File: src/rtl/sfd_pkg.sv
package sfd_pkg;
  typedef enum logic [2:0] {
    CL_NONE, CL_SIMPLE, CL_ERASE, CL_PROG, CL_READ, CL_FAST, CL_STAT, CL_ID
  } cls_e;

  function automatic cls_e classify(input logic [7:0] op);
    case (op)
      8'h06, 8'h04, 8'hB9, 8'hAB: return CL_SIMPLE;
      8'hD8, 8'hDB:               return CL_ERASE;
      8'h02, 8'h0A:               return CL_PROG;
      8'h03:                      return CL_READ;
      8'h0B:                      return CL_FAST;
      8'h05:                      return CL_STAT;
      8'h9F:                      return CL_ID;
      default:                    return CL_NONE;
    endcase
  endfunction

  function automatic logic is_array(input cls_e c);
    return c inside {CL_ERASE, CL_PROG, CL_READ, CL_FAST};
  endfunction

  function automatic logic is_write(input cls_e c);
    return c inside {CL_SIMPLE, CL_ERASE, CL_PROG};
  endfunction
endpackage

File: src/rtl/sfd_sync.sv
module sfd_sync #(
  parameter int STAGES = 2
) (
  input  logic clk_i,
  input  logic rst_ni,
  input  logic sck_i,
  input  logic cs_ni,
  input  logic mosi_i,
  output logic cs_low_o,
  output logic cs_end_o,
  output logic rise_o,
  output logic fall_o,
  output logic mosi_o
);
  // {mosi, cs_n, sck}
  logic [2:0] pipe_q [STAGES];
  logic       sck_d_q, cs_low_d_q;

  always_ff @(posedge clk_i or negedge rst_ni) begin
    if (!rst_ni) begin
      for (int i = 0; i < STAGES; i++) pipe_q[i] <= 3'b010;
      sck_d_q    <= 1'b0;
      cs_low_d_q <= 1'b0;
    end else begin
      pipe_q[0] <= {mosi_i, cs_ni, sck_i};
      for (int i = 1; i < STAGES; i++) pipe_q[i] <= pipe_q[i-1];
      sck_d_q    <= pipe_q[STAGES-1][0];
      cs_low_d_q <= ~pipe_q[STAGES-1][1];
    end
  end

  assign cs_low_o = ~pipe_q[STAGES-1][1];
  assign mosi_o   = pipe_q[STAGES-1][2];
  assign cs_end_o = cs_low_d_q & ~cs_low_o;
  assign rise_o   = cs_low_o & pipe_q[STAGES-1][0] & ~sck_d_q;
  assign fall_o   = cs_low_o & ~pipe_q[STAGES-1][0] & sck_d_q;
endmodule

File: src/rtl/sfd_frame.sv
module sfd_frame
  import sfd_pkg::*;
#(
  parameter int ADDR_W     = 24,
  parameter int PAGE_BYTES = 256,
  localparam int ADDR_BYTES = ADDR_W / 8,
  localparam int PAGE_W     = $clog2(PAGE_BYTES),
  localparam int LEN_W      = PAGE_W + 1,
  localparam int CNT_W      = $clog2(ADDR_BYTES + 3) + 1
) (
  input  logic              clk_i,
  input  logic              rst_ni,
  input  logic              cs_low_i,
  input  logic              cs_end_i,
  input  logic              rise_i,
  input  logic              mosi_i,
  input  logic              busy_i,
  output logic              start_o,
  output cls_e              start_cls_o,
  output logic [ADDR_W-1:0] start_addr_o,
  output logic              wr_valid_o,
  output logic [ADDR_W-1:0] wr_addr_o,
  output logic [7:0]        wr_data_o,
  output logic              cmd_valid_o,
  output logic              cmd_reject_o,
  output logic [7:0]        cmd_opcode_o,
  output logic [ADDR_W-1:0] cmd_addr_o,
  output logic [LEN_W-1:0]  cmd_len_o
);
  localparam logic [CNT_W-1:0] NB_MAX  = '1;
  localparam logic [CNT_W-1:0] NB_ADR  = CNT_W'(ADDR_BYTES);
  localparam logic [CNT_W-1:0] NB_DUMY = CNT_W'(ADDR_BYTES + 1);
  localparam logic [LEN_W-1:0] LEN_MAX = LEN_W'(PAGE_BYTES);

  logic [2:0]        bitpos_q;
  logic [CNT_W-1:0]  nb_q;
  logic [6:0]        sr_q;
  logic [7:0]        op_q;
  cls_e              cls_q;
  logic              ign_q;
  logic [ADDR_W-1:0] addr_q;
  logic [LEN_W-1:0]  len_q;
  logic [PAGE_W-1:0] woff_q;

  logic [7:0]        byte_w;
  logic              byte_done;
  logic [ADDR_W-1:0] addr_nxt;
  cls_e              cls_w;
  logic [CNT_W-1:0]  need;

  assign byte_w    = {sr_q, mosi_i};
  assign byte_done = rise_i && (bitpos_q == 3'd7);
  assign addr_nxt  = {addr_q[ADDR_W-9:0], byte_w};
  assign cls_w     = classify(byte_w);

  always_comb begin
    case (cls_q)
      CL_SIMPLE: need = CNT_W'(1);
      CL_ERASE:  need = CNT_W'(ADDR_BYTES + 1);
      CL_PROG:   need = CNT_W'(ADDR_BYTES + 2);
      default:   need = NB_MAX;
    endcase
  end

  always_ff @(posedge clk_i or negedge rst_ni) begin
    if (!rst_ni) begin
      bitpos_q <= '0; nb_q <= '0; sr_q <= '0; op_q <= '0; cls_q <= CL_NONE;
      ign_q <= 1'b0; addr_q <= '0; len_q <= '0; woff_q <= '0;
      start_o <= 1'b0; start_cls_o <= CL_NONE; start_addr_o <= '0;
      wr_valid_o <= 1'b0; wr_addr_o <= '0; wr_data_o <= '0;
      cmd_valid_o <= 1'b0; cmd_reject_o <= 1'b0;
      cmd_opcode_o <= '0; cmd_addr_o <= '0; cmd_len_o <= '0;
    end else begin
      start_o      <= 1'b0;
      wr_valid_o   <= 1'b0;
      cmd_valid_o  <= 1'b0;
      cmd_reject_o <= 1'b0;
      // decision at frame end uses the state before clearing
      if (cs_end_i && nb_q != '0 && !ign_q && is_write(cls_q)) begin
        cmd_opcode_o <= op_q;
        cmd_addr_o   <= addr_q;
        cmd_len_o    <= len_q;
        if (bitpos_q == 3'd0 && nb_q >= need) cmd_valid_o  <= 1'b1;
        else                                  cmd_reject_o <= 1'b1;
      end
      if (!cs_low_i) begin
        bitpos_q <= '0; nb_q <= '0; sr_q <= '0; cls_q <= CL_NONE;
        ign_q <= 1'b0; addr_q <= '0; len_q <= '0; woff_q <= '0;
      end else if (rise_i) begin
        bitpos_q <= bitpos_q + 3'd1;
        sr_q     <= {sr_q[5:0], mosi_i};
        if (byte_done) begin
          if (nb_q != NB_MAX) nb_q <= nb_q + CNT_W'(1);
          if (nb_q == '0) begin
            op_q  <= byte_w;
            cls_q <= cls_w;
            ign_q <= (cls_w == CL_NONE) || (is_array(cls_w) && busy_i);
            if (cls_w == CL_STAT || cls_w == CL_ID) begin
              start_o     <= 1'b1;
              start_cls_o <= cls_w;
            end
          end else if (!ign_q) begin
            if (nb_q <= NB_ADR) begin
              addr_q <= addr_nxt;
              if (nb_q == NB_ADR && cls_q == CL_READ) begin
                start_o      <= 1'b1;
                start_cls_o  <= CL_READ;
                start_addr_o <= addr_nxt;
              end
            end else begin
              if (nb_q == NB_DUMY && cls_q == CL_FAST) begin
                start_o      <= 1'b1;
                start_cls_o  <= CL_FAST;
                start_addr_o <= addr_q;
              end
              if (cls_q == CL_PROG) begin
                wr_valid_o <= 1'b1;
                wr_data_o  <= byte_w;
                wr_addr_o  <= {addr_q[ADDR_W-1:PAGE_W], addr_q[PAGE_W-1:0] + woff_q};
                woff_q     <= woff_q + PAGE_W'(1);
                if (len_q != LEN_MAX) len_q <= len_q + LEN_W'(1);
              end
            end
          end
        end
      end
    end
  end

  p_strobe_excl_r3: assert property (@(posedge clk_i) disable iff (!rst_ni)
    !(cmd_valid_o && cmd_reject_o));
  p_commit_boundary_r3: assert property (@(posedge clk_i) disable iff (!rst_ni)
    cmd_valid_o |-> $past(bitpos_q) == 3'd0);
  p_len_cap_r4: assert property (@(posedge clk_i) disable iff (!rst_ni)
    cmd_valid_o |-> cmd_len_o <= LEN_MAX);
  p_wr_pulse_r4: assert property (@(posedge clk_i) disable iff (!rst_ni)
    wr_valid_o |=> !wr_valid_o);
  p_cmd_pulse_r3: assert property (@(posedge clk_i) disable iff (!rst_ni)
    (cmd_valid_o || cmd_reject_o) |=> !(cmd_valid_o || cmd_reject_o));
endmodule

File: src/rtl/sfd_tx.sv
module sfd_tx
  import sfd_pkg::*;
#(
  parameter int ADDR_W   = 24,
  parameter int ID_BYTES = 3,
  localparam int IDX_W   = $clog2(ID_BYTES + 1)
) (
  input  logic                  clk_i,
  input  logic                  rst_ni,
  input  logic                  cs_low_i,
  input  logic                  fall_i,
  input  logic                  start_i,
  input  cls_e                  start_cls_i,
  input  logic [ADDR_W-1:0]     start_addr_i,
  input  logic [7:0]            status_i,
  input  logic [8*ID_BYTES-1:0] id_i,
  input  logic [7:0]            rd_data_i,
  output logic                  rd_req_o,
  output logic [ADDR_W-1:0]     rd_addr_o,
  output logic                  miso_o
);
  localparam logic [IDX_W-1:0] IDX_END = IDX_W'(ID_BYTES);

  logic              act_q, pend_q;
  cls_e              cls_q;
  logic [ADDR_W-1:0] ptr_q;
  logic [IDX_W-1:0]  idx_q;
  logic [7:0]        nxt_q;
  logic [6:0]        sh_q;
  logic [2:0]        bitc_q;
  logic [7:0]        id_byte, ld_byte;

  always_comb begin
    id_byte = '0;
    for (int k = 0; k < ID_BYTES; k++)
      if (idx_q == IDX_W'(k)) id_byte = id_i[8*(ID_BYTES-1-k) +: 8];
  end

  always_comb begin
    case (cls_q)
      CL_STAT: ld_byte = status_i;
      CL_ID:   ld_byte = id_byte;
      default: ld_byte = nxt_q;
    endcase
  end

  always_ff @(posedge clk_i or negedge rst_ni) begin
    if (!rst_ni) begin
      act_q <= 1'b0; pend_q <= 1'b0; cls_q <= CL_NONE; ptr_q <= '0; idx_q <= '0;
      nxt_q <= '0; sh_q <= '0; bitc_q <= '0; miso_o <= 1'b0;
      rd_req_o <= 1'b0; rd_addr_o <= '0;
    end else begin
      rd_req_o <= 1'b0;
      pend_q   <= rd_req_o;
      if (pend_q) nxt_q <= rd_data_i;
      if (!cs_low_i) begin
        act_q <= 1'b0; miso_o <= 1'b0; bitc_q <= '0;
      end else if (start_i) begin
        act_q  <= 1'b1;
        cls_q  <= start_cls_i;
        bitc_q <= '0;
        idx_q  <= '0;
        if (start_cls_i == CL_READ || start_cls_i == CL_FAST) begin
          rd_req_o  <= 1'b1;
          rd_addr_o <= start_addr_i;
          ptr_q     <= start_addr_i + ADDR_W'(1);
        end
      end else if (act_q && fall_i) begin
        bitc_q <= bitc_q + 3'd1;
        if (bitc_q == 3'd0) begin
          miso_o <= ld_byte[7];
          sh_q   <= ld_byte[6:0];
          if (cls_q == CL_ID && idx_q != IDX_END) idx_q <= idx_q + IDX_W'(1);
          // prefetch the following byte while this one shifts out
          if (cls_q == CL_READ || cls_q == CL_FAST) begin
            rd_req_o  <= 1'b1;
            rd_addr_o <= ptr_q;
            ptr_q     <= ptr_q + ADDR_W'(1);
          end
        end else begin
          miso_o <= sh_q[6];
          sh_q   <= {sh_q[5:0], 1'b0};
        end
      end
    end
  end

  p_miso_on_fall_r10: assert property (@(posedge clk_i) disable iff (!rst_ni)
    (cs_low_i && !fall_i) |=> $stable(miso_o));
  p_req_pulse_r5: assert property (@(posedge clk_i) disable iff (!rst_ni)
    rd_req_o |=> !rd_req_o);
  p_idle_quiet_r11: assert property (@(posedge clk_i) disable iff (!rst_ni)
    !act_q |=> !rd_req_o || $past(start_i));
endmodule

File: src/rtl/sfd_top.sv
module sfd_top
  import sfd_pkg::*;
#(
  parameter int ADDR_W      = 24,
  parameter int PAGE_BYTES  = 256,
  parameter int ID_BYTES    = 3,
  parameter int SYNC_STAGES = 2,
  localparam int LEN_W      = $clog2(PAGE_BYTES) + 1
) (
  input  logic                  clk_i,
  input  logic                  rst_ni,
  input  logic                  sck_i,
  input  logic                  cs_ni,
  input  logic                  mosi_i,
  output logic                  miso_o,
  output logic                  miso_oe_o,
  input  logic                  busy_i,
  input  logic [7:0]            status_i,
  input  logic [8*ID_BYTES-1:0] id_i,
  output logic                  rd_req_o,
  output logic [ADDR_W-1:0]     rd_addr_o,
  input  logic [7:0]            rd_data_i,
  output logic                  wr_valid_o,
  output logic [ADDR_W-1:0]     wr_addr_o,
  output logic [7:0]            wr_data_o,
  output logic                  cmd_valid_o,
  output logic                  cmd_reject_o,
  output logic [7:0]            cmd_opcode_o,
  output logic [ADDR_W-1:0]     cmd_addr_o,
  output logic [LEN_W-1:0]      cmd_len_o
);
  logic              cs_low, cs_end, rise, fall, mosi_s, start;
  cls_e              start_cls;
  logic [ADDR_W-1:0] start_addr;

  sfd_sync #(.STAGES(SYNC_STAGES)) i_sync (
    .clk_i, .rst_ni, .sck_i, .cs_ni, .mosi_i,
    .cs_low_o(cs_low), .cs_end_o(cs_end), .rise_o(rise), .fall_o(fall), .mosi_o(mosi_s)
  );

  sfd_frame #(.ADDR_W(ADDR_W), .PAGE_BYTES(PAGE_BYTES)) i_frame (
    .clk_i, .rst_ni, .cs_low_i(cs_low), .cs_end_i(cs_end), .rise_i(rise),
    .mosi_i(mosi_s), .busy_i,
    .start_o(start), .start_cls_o(start_cls), .start_addr_o(start_addr),
    .wr_valid_o, .wr_addr_o, .wr_data_o,
    .cmd_valid_o, .cmd_reject_o, .cmd_opcode_o, .cmd_addr_o, .cmd_len_o
  );

  sfd_tx #(.ADDR_W(ADDR_W), .ID_BYTES(ID_BYTES)) i_tx (
    .clk_i, .rst_ni, .cs_low_i(cs_low), .fall_i(fall),
    .start_i(start), .start_cls_i(start_cls), .start_addr_i(start_addr),
    .status_i, .id_i, .rd_data_i, .rd_req_o, .rd_addr_o, .miso_o
  );

  assign miso_oe_o = ~cs_ni;
endmodule

File: config.mk
export PLATFORM = sky130hd
export DESIGN_NAME = sfd_top
export DESIGN_NICKNAME = d
export VERILOG_FILES = /design/src/rtl/sfd_pkg.sv /design/src/rtl/sfd_sync.sv /design/src/rtl/sfd_frame.sv /design/src/rtl/sfd_tx.sv /design/src/rtl/sfd_top.sv
export SDC_FILE = /design/constraint.sdc
export NUM_CORES = 1
export LEC_CHECK = 0
export CAP_MARGIN = 20
export CORE_MARGIN = 4
export CORE_UTILIZATION = 61
export CTS_CLUSTER_SIZE = 25
export DETAILED_ROUTE_END_ITERATION = 16
export PLACE_DENSITY = 0.86
export SLEW_MARGIN = 10
export SYNTH_ARGS = -nofsm -noshare
export SYNTH_HDL_FRONTEND = slang
export SYNTH_SLANG_ARGS = --single-unit
File: constraint.sdc
create_clock -name clk_i -period 5.6 [get_ports clk_i]
set_clock_uncertainty 0.05 [all_clocks]
set_input_delay 1.12 -clock clk_i [delete_from_list [all_inputs] [get_ports clk_i]]
set_output_delay 1.12 -clock clk_i [all_outputs]
set_load 0.005 [all_outputs]
==> results.toml <==
[yosys]
synthTopCellsByArea = "dfrtp_1 50%, nand2_1 7.8%, mux2_2 4.8%"
async_reset_ff_share_pct = 100
ys_ff_latch = 254
ys_seq_area_share_pct = 50.3
ys_warn_count = 0
syn_avg_cell_area_um2 = 9.94
yosys.area.top_type = "dfrtp_1"
syn_nets = 1344
synth.distinct_cells = 84
synth_edf_count = 0
synth_ff_type = "dfrtp_1"
synthCells = 1271
synth_top_cell_area_share_pct = 49.9
syn_area_um2 = 12600

[sta]
finalCriticalPeriod_ps = 3260
rsz0062_at_grt = "no"
tns_ps = 0
relSlewSlack_pct = 29.6
drv_slew = 0
hold_viol = 0
fin_crit_sh_pct = 58.2
worstMarginPinSlew_ps = 1060
fmax_mhz = 307
setup_violations = 0

[job]
cap_violations = 0

[layout]
layout-drive-gt1-share_pct = 10.3
layout.nets = 1454
instances_no_fill = 1672
diodes = 0
fin_area_um2 = 15200
syn_to_final_growth_pct = 20.0

[floorplan]
pin_count = 149
die_width_um = 152
die_h_um = 152
start_util_pct = 62.2
rows = 52
die_area_um2 = 23100
core-area_um2 = 20300

[setup_path]
crit_type = "in -> out"
slowest_delay_ps = 490
r2r_start = "i_frame.nb_q[3]$_DFFE_PN0P_"
cp_data_required_time_ps = 4430
cpMostUsedCell = "clkdlybuf4s50_1"
worst_r2r_path_depth = 8
critPathLaunchType = "input port"
r2r_end = "i_frame.woff_q[4]$_DFFE_PN0P_"
cp_num_buf_inv = 3
arrival_ps = 2090
cp_top_family = "buffers and inverters"
path_cells = "clkdlybuf4s50_1, inv_1, clkdlybuf4s50_1"
slowest_stage = "clkdlybuf4s50_1"
crit_fanout = 2
ff2ff_setup_slack_ps = 2470
cp-end-kind = "primary output"
startpoint = "cs_ni"

[run_status]
status = "complete, no violations"

[place]
place.gp.congestion = 0.901
io_buffers = 148
place_inst = 1621
dpl.hpwl_um = 20100
place_area_um2 = 14200

[routing]
avgRoutedWirePerCell_um = 18.1
vias = 9958
drt_first_pass_iters = 6
drt-initial-drc-count = 797
ant_nets = 0
drc = 0
drt_wl_total_um = 30300
avgViaCountPerCell = 5.96

[clock_network]
numCtsBuffers = 27
clock_path_buffers = 3
cts_resized = 0
ctsRootBufferMaster = "clkbuf_16"
cts.sinks = 254
insertion_delay_ps = 550
hold_buffers = 0
clk_pin_slew_worst_paths_ps = 60
cts_tree = "yes"
cts-htree-levels = 1
post-cts-setup-buffer-count = 0

[min_path]
min_from = "i_sync.pipe_q[5]$_DFF_PN0_"
hold-path-cell-count = 0
worstHoldEndpoint = "i_sync.mosi_o$_DFF_PN0_"
hold_path_class = "reg -> reg"

[global_route]
antenna_found_initial = 0
grt.overflow.total = 0
grt_pass1_wl_um = 49700
grt_max_degree = 102
track_usage_pct = 25.4
grt_pass1_vias = 9792

[power]
ir_drop_v = 0.000211
p_leak_nw = 6.98
power_density_nw_per_um2 = 255
-- cell usage after synthesis, types with 19 or more instances --
| library cell | number |
|---|---|
| nand2_1 | 262 |
| dfrtp_1 | 252 |
| a21oi_1 | 74 |
| nor2_1 | 68 |
| mux2_2 | 54 |
| o21ai_0 | 51 |
| mux2i_1 | 46 |
| clkbuf_1 | 43 |
| nand3_1 | 29 |
| inv_1 | 28 |
| ha_1 | 26 |
| xor2_1 | 26 |
| nand4_1 | 22 |
| o21ai_1 | 21 |
| nor2b_1 | 20 |
| nor3_1 | 19 |
-- worst register-to-register path, cell delays in order (launching register included) --
cell and delay, ps:
dfrtp_1 480, nor2_2 860, nor2_1 140, nand2_1 110, buf_4 400, inv_2 420, nand4_1 310, xor2_1 180
nor2_1 60
-- state kept, by name, indices dropped and copies added (netlist names), 9 cells and up --
register and flops:
i_tx.ptr_q 24, i_frame.len_q 9, i_frame.addr_q 24, i_frame.cmd_len_o 9, i_tx.rd_addr_o 24, i_frame.start_addr_o 24
i_frame.cmd_addr_o 24, i_frame.wr_addr_o 24
-- routing by layer --
metal  up-vias  track usage, %  share of wire, %
met2       345            42.5                49
met4         0            7.58               2.6
met5         -               0                 0
met1      4902            34.3                43
met3        66            4.61               6.2
li1       4645               -                 -
-- where the power goes --
group / internal [mW] / total (mW) / switching, mW
sequential: 1.84 / 1.85 / 0.0109
combinational: 0.0399 / 0.0942 / 0.0544
clock: 1.17 / 1.92 / 0.751
-- final cells by class --
class,instances,area [um2]
Sequential cell,254,6360
Clock inverter,13,189
Clock buffer,37,783
Timing Repair Buffer,156,1560
Inverter,32,120
Multi-Input combinational cell,910,5810
Tap cell,270,338
Fill cell,1373,5140
-- worst max-delay path by stage --
stage                            endpoint  slack [ps]  depth (start not counted)
3_5_place_dp                    miso_oe_o        2340                          3
2_1_floorplan  i_tx.ptr_q[18]$_DFFE_PN0P_        3000                         10
4_1_cts                         miso_oe_o        2340                          3
5_1_grt                         miso_oe_o        2300                          3
3_3_place_gp                    miso_oe_o        2340                          3
6_report                        miso_oe_o        2340                          3
-- cell usage in the layout (no fill, tap or decap), types with 10 or more instances in the layout --
cell type | netlist | layout
a21oi_1 | 74 | 74
and3_1 | 12 | 12
clkbuf_16 | 0 | 27
clkdlybuf4s50_1 | 0 | 147
dfrtp_1 | 252 | 251
ha_1 | 26 | 26
inv_1 | 28 | 28
mux2_2 | 54 | 54
mux2i_1 | 46 | 46
nand2_1 | 262 | 262
nand3_1 | 29 | 29
nand3b_1 | 10 | 10
nand4_1 | 22 | 22
nor2_1 | 68 | 68
nor2b_1 | 20 | 20
nor3_1 | 19 | 19
o211ai_1 | 12 | 12
o21ai_0 | 51 | 51
o21ai_1 | 21 | 21
o31ai_1 | 13 | 13
xnor2_1 | 13 | 13
xor2_1 | 26 | 26
-- per-stage QoR --
stage / hold slack (ps) / utilization, % / worst slack (ps) / total power [mW]
after floorplan: 281 / - / 3000 / 1.90
after global placement: 285 / 69.8 / 2340 / 1.98
after detailed placement: 286 / 69.8 / 2340 / 1.98
after CTS: 300 / 74.6 / 2340 / 3.89
after global routing: 319 / 74.7 / 2300 / 3.98
final: 299 / 74.7 / 2340 / 3.87
-- cell families (layout without fill, tap and decap cells) --
kind of cell,Yosys count,in the layout,share of synthesized area [%]
buf+inv,107,238,3.94
flops,254,254,50.3
mux,101,101,8.55
compound gates,235,235,12.0
fa+ha+maj,27,27,2.73
simple gates,508,508,19.8
xor+xnor,39,39,2.70
Power figures use the tool's default switching activity.
